## src/rtl/mmu_xlate_pkg.sv

```systemverilog
package mmu_xlate_pkg;

  localparam int unsigned TT_COUNT   = 2;
  localparam int unsigned TC_EN_BIT  = 15;
  localparam int unsigned TC_PS_BIT  = 14;
  localparam int unsigned TT_EN_BIT  = 15;
  localparam int unsigned D_WP_BIT   = 2;
  localparam int unsigned D_USED_BIT = 3;
  localparam int unsigned D_MOD_BIT  = 4;
  localparam int unsigned D_SUP_BIT  = 7;

  typedef enum logic [2:0] {
    FLT_NONE      = 3'd0,
    FLT_INVALID   = 3'd1,
    FLT_MALFORMED = 3'd2,
    FLT_SUPER     = 3'd3,
    FLT_WPROT     = 3'd4
  } fault_e;

  typedef enum logic {ST_IDLE, ST_WALK} state_e;

  typedef struct packed {
    logic [31:0] paddr;
    logic [1:0]  cmode;
    fault_e      fault;
    logic        wb;
    logic [31:0] wb_desc;
  } xlate_res_t;

endpackage

```

## src/rtl/mmu_tt_match.sv

```systemverilog
module mmu_tt_match
  import mmu_xlate_pkg::*;
(
  input  logic [7:0]  addr_hi_i,
  input  logic [31:0] tt_i,
  output logic        hit_o,
  output logic [1:0]  cmode_o
);
  logic [7:0] base, ign;
  logic       unused_tt;

  assign base      = tt_i[31:24];
  assign ign       = tt_i[23:16];
  assign hit_o     = tt_i[TT_EN_BIT] && (((addr_hi_i ^ base) & ~ign) == 8'h00);
  assign cmode_o   = tt_i[6:5];
  assign unused_tt = ^{tt_i[14:7], tt_i[4:0]};
endmodule

```

## src/rtl/mmu_desc_eval.sv

```systemverilog
module mmu_desc_eval
  import mmu_xlate_pkg::*;
#(
  parameter int unsigned SMALL_PAGE_BITS = 12
) (
  input  logic [31:0] laddr_i,
  input  logic        write_i,
  input  logic        super_i,
  input  logic        large_i,
  input  logic [31:0] desc_i,
  output xlate_res_t  res_o
);
  localparam logic [31:0] MASK_S = (32'h1 << SMALL_PAGE_BITS) - 32'h1;
  localparam logic [31:0] MASK_L = (32'h1 << (SMALL_PAGE_BITS + 1)) - 32'h1;

  logic [31:0] off_mask;
  fault_e      flt;

  assign off_mask = large_i ? MASK_L : MASK_S;

  // checks in priority order: type, supervisor, write-protect
  always_comb begin
    unique case (desc_i[1:0])
      2'b00:   flt = FLT_INVALID;
      2'b01:   flt = FLT_NONE;
      default: flt = FLT_MALFORMED;
    endcase
    if (flt == FLT_NONE) begin
      if (desc_i[D_SUP_BIT] && !super_i)      flt = FLT_SUPER;
      else if (desc_i[D_WP_BIT] && write_i)   flt = FLT_WPROT;
    end
  end

  always_comb begin
    res_o         = '0;
    res_o.fault   = flt;
    res_o.wb_desc = desc_i;
    if (flt == FLT_NONE) begin
      res_o.paddr                = (desc_i & ~off_mask) | (laddr_i & off_mask);
      res_o.cmode                = desc_i[6:5];
      res_o.wb                   = 1'b1;
      res_o.wb_desc[D_USED_BIT]  = 1'b1;
      res_o.wb_desc[D_MOD_BIT]   = desc_i[D_MOD_BIT] | write_i;
    end
  end
endmodule

```

## src/rtl/mmu_xlate_check.sv

```systemverilog
module mmu_xlate_check
  import mmu_xlate_pkg::*;
#(
  parameter int unsigned SMALL_PAGE_BITS = 12
) (
  input  logic        clk_i,
  input  logic        rst_ni,
  input  logic        req_valid_i,
  output logic        req_ready_o,
  input  logic [31:0] laddr_i,
  input  logic        write_i,
  input  logic        super_i,
  input  logic        instr_i,
  input  logic [15:0] tc_i,
  input  logic [31:0] tt0_i,
  input  logic [31:0] tt1_i,
  output logic        walk_req_o,
  output logic [31:0] walk_addr_o,
  input  logic        desc_valid_i,
  input  logic [31:0] desc_i,
  output logic        rsp_valid_o,
  output logic [31:0] paddr_o,
  output logic [1:0]  cmode_o,
  output logic        fault_o,
  output logic [2:0]  fault_code_o,
  output logic        wb_valid_o,
  output logic [31:0] wb_desc_o
);
  state_e      state_q;
  logic [31:0] la_q;
  logic        wr_q, sup_q, large_q;
  logic        rsp_q;
  xlate_res_t  res_q, desc_res, pass_res;

  logic [TT_COUNT-1:0][31:0] tt_regs;
  logic [TT_COUNT-1:0]       tt_hit;
  logic [TT_COUNT-1:0][1:0]  tt_cm;
  logic                      tt_any;
  logic [1:0]                tt_sel_cm;
  logic                      accept, xl_en;
  logic                      unused_tc;

  assign tt_regs[0] = tt0_i;
  assign tt_regs[1] = tt1_i;
  assign unused_tc  = ^tc_i[13:0] ^ tc_i[TC_PS_BIT];

  for (genvar g = 0; g < TT_COUNT; g++) begin : g_tt
    mmu_tt_match u_tt (
      .addr_hi_i (laddr_i[31:24]),
      .tt_i      (tt_regs[g]),
      .hit_o     (tt_hit[g]),
      .cmode_o   (tt_cm[g])
    );
  end

  // lowest index wins
  always_comb begin
    tt_any    = 1'b0;
    tt_sel_cm = 2'b00;
    for (int k = TT_COUNT - 1; k >= 0; k--) begin
      if (tt_hit[k]) begin
        tt_any    = 1'b1;
        tt_sel_cm = tt_cm[k];
      end
    end
  end

  assign xl_en  = tc_i[TC_EN_BIT];
  assign accept = req_valid_i && (state_q == ST_IDLE);

  always_comb begin
    pass_res       = '0;
    pass_res.paddr = laddr_i;
    pass_res.cmode = xl_en ? tt_sel_cm : 2'b00;
    pass_res.fault = FLT_NONE;
  end

  mmu_desc_eval #(.SMALL_PAGE_BITS(SMALL_PAGE_BITS)) u_eval (
    .laddr_i (la_q),
    .write_i (wr_q),
    .super_i (sup_q),
    .large_i (large_q),
    .desc_i  (desc_i),
    .res_o   (desc_res)
  );

  always_ff @(posedge clk_i or negedge rst_ni) begin
    if (!rst_ni) begin
      state_q <= ST_IDLE;
      la_q    <= '0;
      wr_q    <= 1'b0;
      sup_q   <= 1'b0;
      large_q <= 1'b0;
      rsp_q   <= 1'b0;
      res_q   <= '0;
    end else begin
      rsp_q <= 1'b0;
      unique case (state_q)
        ST_IDLE: begin
          if (accept) begin
            la_q    <= laddr_i;
            wr_q    <= write_i && !instr_i;
            sup_q   <= super_i;
            large_q <= tc_i[TC_PS_BIT];
            if (!xl_en || tt_any) begin
              rsp_q <= 1'b1;
              res_q <= pass_res;
            end else begin
              state_q <= ST_WALK;
            end
          end
        end
        ST_WALK: begin
          if (desc_valid_i) begin
            rsp_q   <= 1'b1;
            res_q   <= desc_res;
            state_q <= ST_IDLE;
          end
        end
        default: state_q <= ST_IDLE;
      endcase
    end
  end

  assign req_ready_o  = (state_q == ST_IDLE);
  assign walk_req_o   = (state_q == ST_WALK);
  assign walk_addr_o  = la_q;
  assign rsp_valid_o  = rsp_q;
  assign paddr_o      = res_q.paddr;
  assign cmode_o      = res_q.cmode;
  assign fault_code_o = res_q.fault;
  assign fault_o      = (res_q.fault != FLT_NONE);
  assign wb_valid_o   = rsp_q && res_q.wb;
  assign wb_desc_o    = res_q.wb_desc;
endmodule

```

## config.mk

```make
export PLATFORM = sky130hd
export DESIGN_NAME = mmu_xlate_check
export DESIGN_NICKNAME = d
export VERILOG_FILES = /design/src/rtl/mmu_xlate_pkg.sv /design/src/rtl/mmu_tt_match.sv /design/src/rtl/mmu_desc_eval.sv /design/src/rtl/mmu_xlate_check.sv
export SDC_FILE = /design/constraint.sdc
export NUM_CORES = 1
export LEC_CHECK = 0
export BUFFER_PORTS_ARGS = -buffer_cell sky130_fd_sc_hd__buf_2
export CELL_PAD_IN_SITES_DETAIL_PLACEMENT = 2
export CELL_PAD_IN_SITES_GLOBAL_PLACEMENT = 2
export CORE_ASPECT_RATIO = 1.5
export CORE_MARGIN = 2
export CORE_UTILIZATION = 29
export CTS_CLUSTER_DIAMETER = 50
export DETAILED_ROUTE_END_ITERATION = 8
export GPL_ROUTABILITY_DRIVEN = 0
export PLACE_DENSITY = 0.91
export SLEW_MARGIN = 5
export SYNTH_ARGS = -nofsm -noshare
export SYNTH_HDL_FRONTEND = slang
export SYNTH_SLANG_ARGS = --single-unit
```

## constraint.sdc

```tcl
create_clock -name clk_i -period 2.6 [get_ports clk_i]
set_input_delay 0.26 -clock clk_i [delete_from_list [all_inputs] [get_ports clk_i]]
set_output_delay 0.26 -clock clk_i [all_outputs]
set_load 0.01 [all_outputs]
```

# --- Word-level counts from Yosys, hierarchy flattened ---
# Cells that the tools add are included.
word_totals:
  wordCells: 71
  latchBits: 0
  reg_bits: 107
  ramBits: 0
  mem_count: 0
  romBits: 0
op_classes:
  n_div: 0
  muxes: 25
  addsub: 0
  reduce_logical: 19
  multipliers: 0
  n_shift: 0
  magnitude_cmp: 0
  n_eq_ne: 4
  bitwise: 12
ops:
  columns: ["cell", "n"]
  rows:
  - ["2-to-1 mux 70 bit", 3]
  - ["case mux 70 bit (2 select lines)", 1]
  - ["bitwise AND 32 bit", 2]
  - ["2-to-1 mux 34 bit", 1]
  - ["inverter 32 bit", 1]
  - ["OR 32 bit", 1]
  - ["bitwise AND 8 bit", 2]
  - ["zero test 8 bit", 2]
  - ["inverter 8 bit", 2]
  - ["bitwise XOR 8 bit", 2]
  - ["2-to-1 mux 13 bit", 1]
  - ["2-to-1 mux 1 bit", 9]
  - ["2-to-1 mux 3 bit", 3]
  - ["2-to-1 mux 2 bit", 4]
  - ["logical AND 1 bit", 7]
  - ["zero test 3 bit", 2]
  - ["inequality test 2 x 1 -> 1 bit, second input constant", 2]
  - ["case mux 1 bit (2 select lines)", 2]
  - ["case mux 2 bit (2 select lines)", 1]
  - ["zero test 1 bit", 3]
  - ["AND reduction 3 bit", 1]
  - ["nonzero test 3 bit", 1]
  - ["== test 2 x 1 -> 1 bit, second input constant", 1]
  - ["zero test 2 bit", 1]
  - ["5 further kinds", 5]

# --- Longest topological paths before layout ---
logic_depth:
  depth_word: 10
  ltp_mapped: 9

# --- By module ---
# A second synthesis with hierarchy kept.
hier_totals:
  hier_cells: 476
  hier_area_um2: 6059.6
by_module_without_submodules:
  columns: ["module", "cells_per_inst", "instances", "area_each_um2"]
  rows:
  - ["mmu_xlate_check", 352, 1, 4877.2]
  - ["mmu_desc_eval", 90, 1, 924.6]
  - ["mmu_tt_match", 17, 2, 128.9]

# --- Worst setup path after synthesis ---
# Ideal clock, no wire load.
synth_timing:
  path_type: "register to register"
  start: "reg state_q, in the netlist walk_req_o"
  end: "reg res_q, in the netlist paddr_o[10]"
  setup_slack_ns: 0.714
  synth_period_minus_slack_ns: 1.886
  setup_ns: 0.125
  t_required_ns: 2.475
  arrival_time_ns: 1.761
  stages_incl_launch_ff: 9
  cell_sequence: "dfrtp_1 -> clkinv_1 -> nand2_1 -> nor2_1 -> a41oi_2 -> o211a_4 -> inv_4 -> buf_6 -> mux2_4"
synth_between:
  elab_chain_len: 4
synth_lines:
  columns: ["item", "line_no", "source"]
  rows:
  - ["start: declaration", "mmu_xlate_check.sv:29", "state_e state_q;"]
  - ["start signal: assignment", "mmu_xlate_check.sv:89", "state_q <= ST_IDLE;"]
  - ["start signal: assignment", "mmu_xlate_check.sv:109", "state_q <= ST_WALK;"]
  - ["start signal: assignment", "mmu_xlate_check.sv:117", "state_q <= ST_IDLE;"]
  - ["inverter 1 bit (no line)", null, null]
  - ["logical AND 1 bit", "mmu_xlate_check.sv:69", "assign accept = req_valid_i && (state_q == ST_IDLE);"]
  - ["inequality test 2 x 1 -> 1 bit (no line)", null, null]
  - ["AND reduction 3 bit (no line)", null, null]
  - ["end signal: assignment", "mmu_xlate_check.sv:107", "res_q <= pass_res;"]
  - ["end signal: assignment", "mmu_xlate_check.sv:116", "res_q <= desc_res;"]
  - ["end: declaration", "mmu_xlate_check.sv:33", "xlate_res_t res_q, desc_res, pass_res;"]
# Several ways; a longest one is shown, not always the timed one.
# A chain may end at the register's enable or synchronous reset.

# --- Worst setup path in the final report ---
layout_timing:
  start: "in laddr_i[29]"
  end: "reg res_q, in the netlist paddr_o[17]"
layout_between:
  elab_chain_len: 9
layout_lines:
  columns: ["item", "line_no", "source"]
  rows:
  - ["start: declaration", "mmu_xlate_check.sv:10", "input logic [31:0] laddr_i,"]
  - ["bitwise XOR 8 bit", "mmu_tt_match.sv:14", "assign hit_o = tt_i[TT_EN_BIT] && (((addr_hi_i ^ base) & ~ign) == 8'h00);"]
  - ["bitwise AND 8 bit", "mmu_tt_match.sv:14", null]
  - ["zero test 8 bit", "mmu_tt_match.sv:14", null]
  - ["logical AND 1 bit", "mmu_tt_match.sv:14", null]
  - ["2-to-1 mux 1 bit", "mmu_xlate_check.sv:61", "if (tt_hit[k]) begin"]
  - ["2-to-1 mux 1 bit *", "mmu_xlate_check.sv:61", null]
  - ["logical OR 1 bit *", "mmu_xlate_check.sv:105", "if (!xl_en || tt_any) begin"]
  - ["inequality test 2 x 1 -> 1 bit (no line) *", null, null]
  - ["AND reduction 3 bit (no line) *", null, null]
# Mark *: on every way between the ends. The rest lies on a longest branch, timed or not.

==> metrics <==
run status=finished, final reports clean; PD cells=762 mW/mm^2; Pins Over Slew Limit=0; Leak Pwr=0.00337 uW; Fill cells=2177; Fin. Hold Viols=0; # setup viols final=0; largest net degree at the start of global routing=60; Layout area overhead=21.6%; number of synthesized flops with an enable pin=0; CTS tree=yes; post_cts resized=0; sequential share of power=0.416; Starting DRT DRC Count=92; Worst-path clk slew=0.07 ns; router iterations before antenna repair=4; initial antenna violation count=2; highest achievable clock rate=499 MHz; part of the Yosys area used for sequential elements=0.468; minimum clock period=2.00 ns; Total Power=5290 uW; critical path fanouts, max=21; Worst EP required=2.83 ns; Starting Density=0.297; MaxCap Viol Count=0; root buffer cell=clkbuf_16; final design utilization=0.361; CTS Sinks=107; Worst EP arrival=2.24 ns; worst vdd ir=0.311 mV; clock skew=0.00991 ns; core area=0.0192 sq mm; drt total wl=19.0 mm; Worst Setup Start Kind=primary input; Clk Latency, worst-skew pair=0.35 ns; Final period util=0.771; Post-CTS Setup Repair Bufs=0; share of the synthesized area in the top cell type=0.468; # H-tree levels=3; Chip Height=176 microns; CTS Hold Bufs=1; Max-slew headroom=0.485; Psw=1740 uW; Gate Count Post-Synth=515; Sw Ratio=0.329; Int Power=3550 uW; Via density=4.76; Final nets=816; most common cell in the netlist=dfrtp_1; Post-synth top flop=dfrtp_1; Post-DP HPWL=14.6 mm; Die ar.=0.0209 sq mm; WL per Instance=20.5 microns; Tot GR Track Use=0.183; first-pass GRT wire length=29.3 mm; Mapped Area=0.00572 sq mm; remaining global-route overflow=0; Max Root-Sink Buffers=2; RSZ-0062 raised after global routing=no; largest area contributor in the netlist=dfrtp_1; DR DRC count=0; Area contributors post-synth=dfrtp_1 (47%), buf_4 (9.1%), mux2_4 (8.7%), mux2_2 (6.1%), o21ai_2 (4.4%); Gate power share=0.316; power share of the clock group=0.268; count of cell types in the netlist=38; share of cells above drive strength 1=0.522; # rows=62; post-route ant nets=0; syn avg cell area=11.1 sq um; kind of critical path=in -> reg; worst hold path type=in -> reg; Synth warnings=0; number of global-route vias before repair=5020; setup tns final=0 ns; syn nets=666; synthesis-stage register bit count=107; ys async rst share=1.00; Die W=119 microns; endpoint class of the critical path=register; port bufs=216; IO Pins=257; Worst-Margin Slew=0.769 ns; Inserted Clock Buffers=9; via count=4416; Commonest cells post-synth=dfrtp_1 (107), buf_4 (69), nand2_1 (41), inv_1 (39)
through the flow:
stage | cells | worst slack [ns] | hold WS (ns) | cell area [sq um]
2_1_floorplan | 515 | 0.714 | -0.0356 | 5720
3_3_place_gp | 909 | 0.228 | 0.338 | 6650
3_5_place_dp | 909 | 0.178 | 0.342 | 6650
4_1_cts | 926 | 0.535 | 0.103 | 6950
5_1_grt | 927 | 0.469 | 0.129 | 6950
6_report | 927 | 0.596 | 0.112 | 6950
flip-flops by register name, indices dropped and copies added, names as in the netlist:
signal and count:
walk_addr_o 32, cmode_o 2, fault_code_o 3, wb_desc_o 32, res_q 1, paddr_o 32
large_q 1, walk_req_o 1, wr_q 1, rsp_valid_o 1, sup_q 1
power by group through the flow:
stage          Combinational (uW)  Clock, uW  Sequential (uW)
2_1_floorplan                1230          0             2220
3_3_place_gp                 1630          0             2200
3_5_place_dp                 1710          0             2230
4_1_cts                      1710       1470             2210
5_1_grt                      1810       1510             2240
6_report                     1680       1420             2200
cell families (layout without fill, tap and decap cells):
family | after synthesis | in the layout | share of synthesized area
AO/OA/AOI/OAI | 91 | 91 | 0.130
XOR/XNOR | 16 | 16 | 0.0245
buffers and inverters | 138 | 293 | 0.146
flip-flops | 107 | 107 | 0.468
multiplexers | 67 | 67 | 0.153
other | 0 | 1 | 0
AND/OR/NAND/NOR | 96 | 96 | 0.0784
cells in the final DEF, fill, tap and decap left out, types with 2 or more instances in the layout:
| cell type | instances |
|---|---|
| a22o_1 | 2 |
| and2_1 | 2 |
| and3_1 | 2 |
| buf_12 | 4 |
| buf_2 | 215 |
| buf_4 | 16 |
| clkbuf_1 | 2 |
| clkbuf_16 | 9 |
| clkinvlp_4 | 3 |
| dfrtp_1 | 106 |
| inv_1 | 39 |
| mux2_2 | 31 |
| mux2_4 | 33 |
| mux2i_1 | 3 |
| nand2_1 | 40 |
| nand3_1 | 33 |
| nand4_1 | 3 |
| nor2_1 | 6 |
| nor3_1 | 2 |
| o2111ai_1 | 2 |
| o211ai_1 | 2 |
| o21ai_0 | 15 |
| o21ai_2 | 29 |
| o22ai_1 | 5 |
| o2bb2ai_1 | 28 |
| o31a_1 | 2 |
| xnor2_1 | 16 |
routing by layer:
layer | global-route usage | wire length (microns)
met5 | 0 | 6
met4 | 0.0759 | 577
met3 | 0.0514 | 1170
met2 | 0.340 | 10300
met1 | 0.192 | 6880
critical path: stages:
cell and delay, ns:
buf_2 0.13, xnor2_1 0.24, o22ai_1 0.15, nor3_2 0.18, buf_4 0.16, a41oi_2 0.18, o211a_4 0.23, inv_4 0.14
buf_12 0.22, mux2_4 0.32
path summary, 6_finish.rpt:
check,slack (ns),to,cells past startpoint,start
setup / recovery,0.60,paddr_o[17]$_DFFE_PN0P_,10,laddr_i[29]
hold / removal,0.11,walk_req_o$_DFF_PN0_,2,desc_valid_i
setup reg to reg,0.64,cmode_o[0]$_DFFE_PN0P_,6,walk_req_o$_DFF_PN0_
hold reg to reg,0.50,wb_desc_o[7]$_DFFE_PN0P_,1,wb_desc_o[7]$_DFFE_PN0P_
max in group asynchronous,1.30,walk_addr_o[24]$_DFFE_PN0P_,3,rst_ni
min in group asynchronous,0.48,walk_addr_o[25]$_DFFE_PN0P_,2,rst_ni
cell type report:
cell class,count,area [sq um],share of cell area
antenna,1,2.50,0.000360
clock buffer,11,233,0.0335
clock inverter,5,61.3,0.00882
inverter,41,156,0.0225
multi-input combinational,270,2210,0.318
sequential,107,2680,0.385
tap,256,320,0.0461
timing repair buffer,236,1290,0.185
Note: power is estimated with default switching activity, not from simulation.
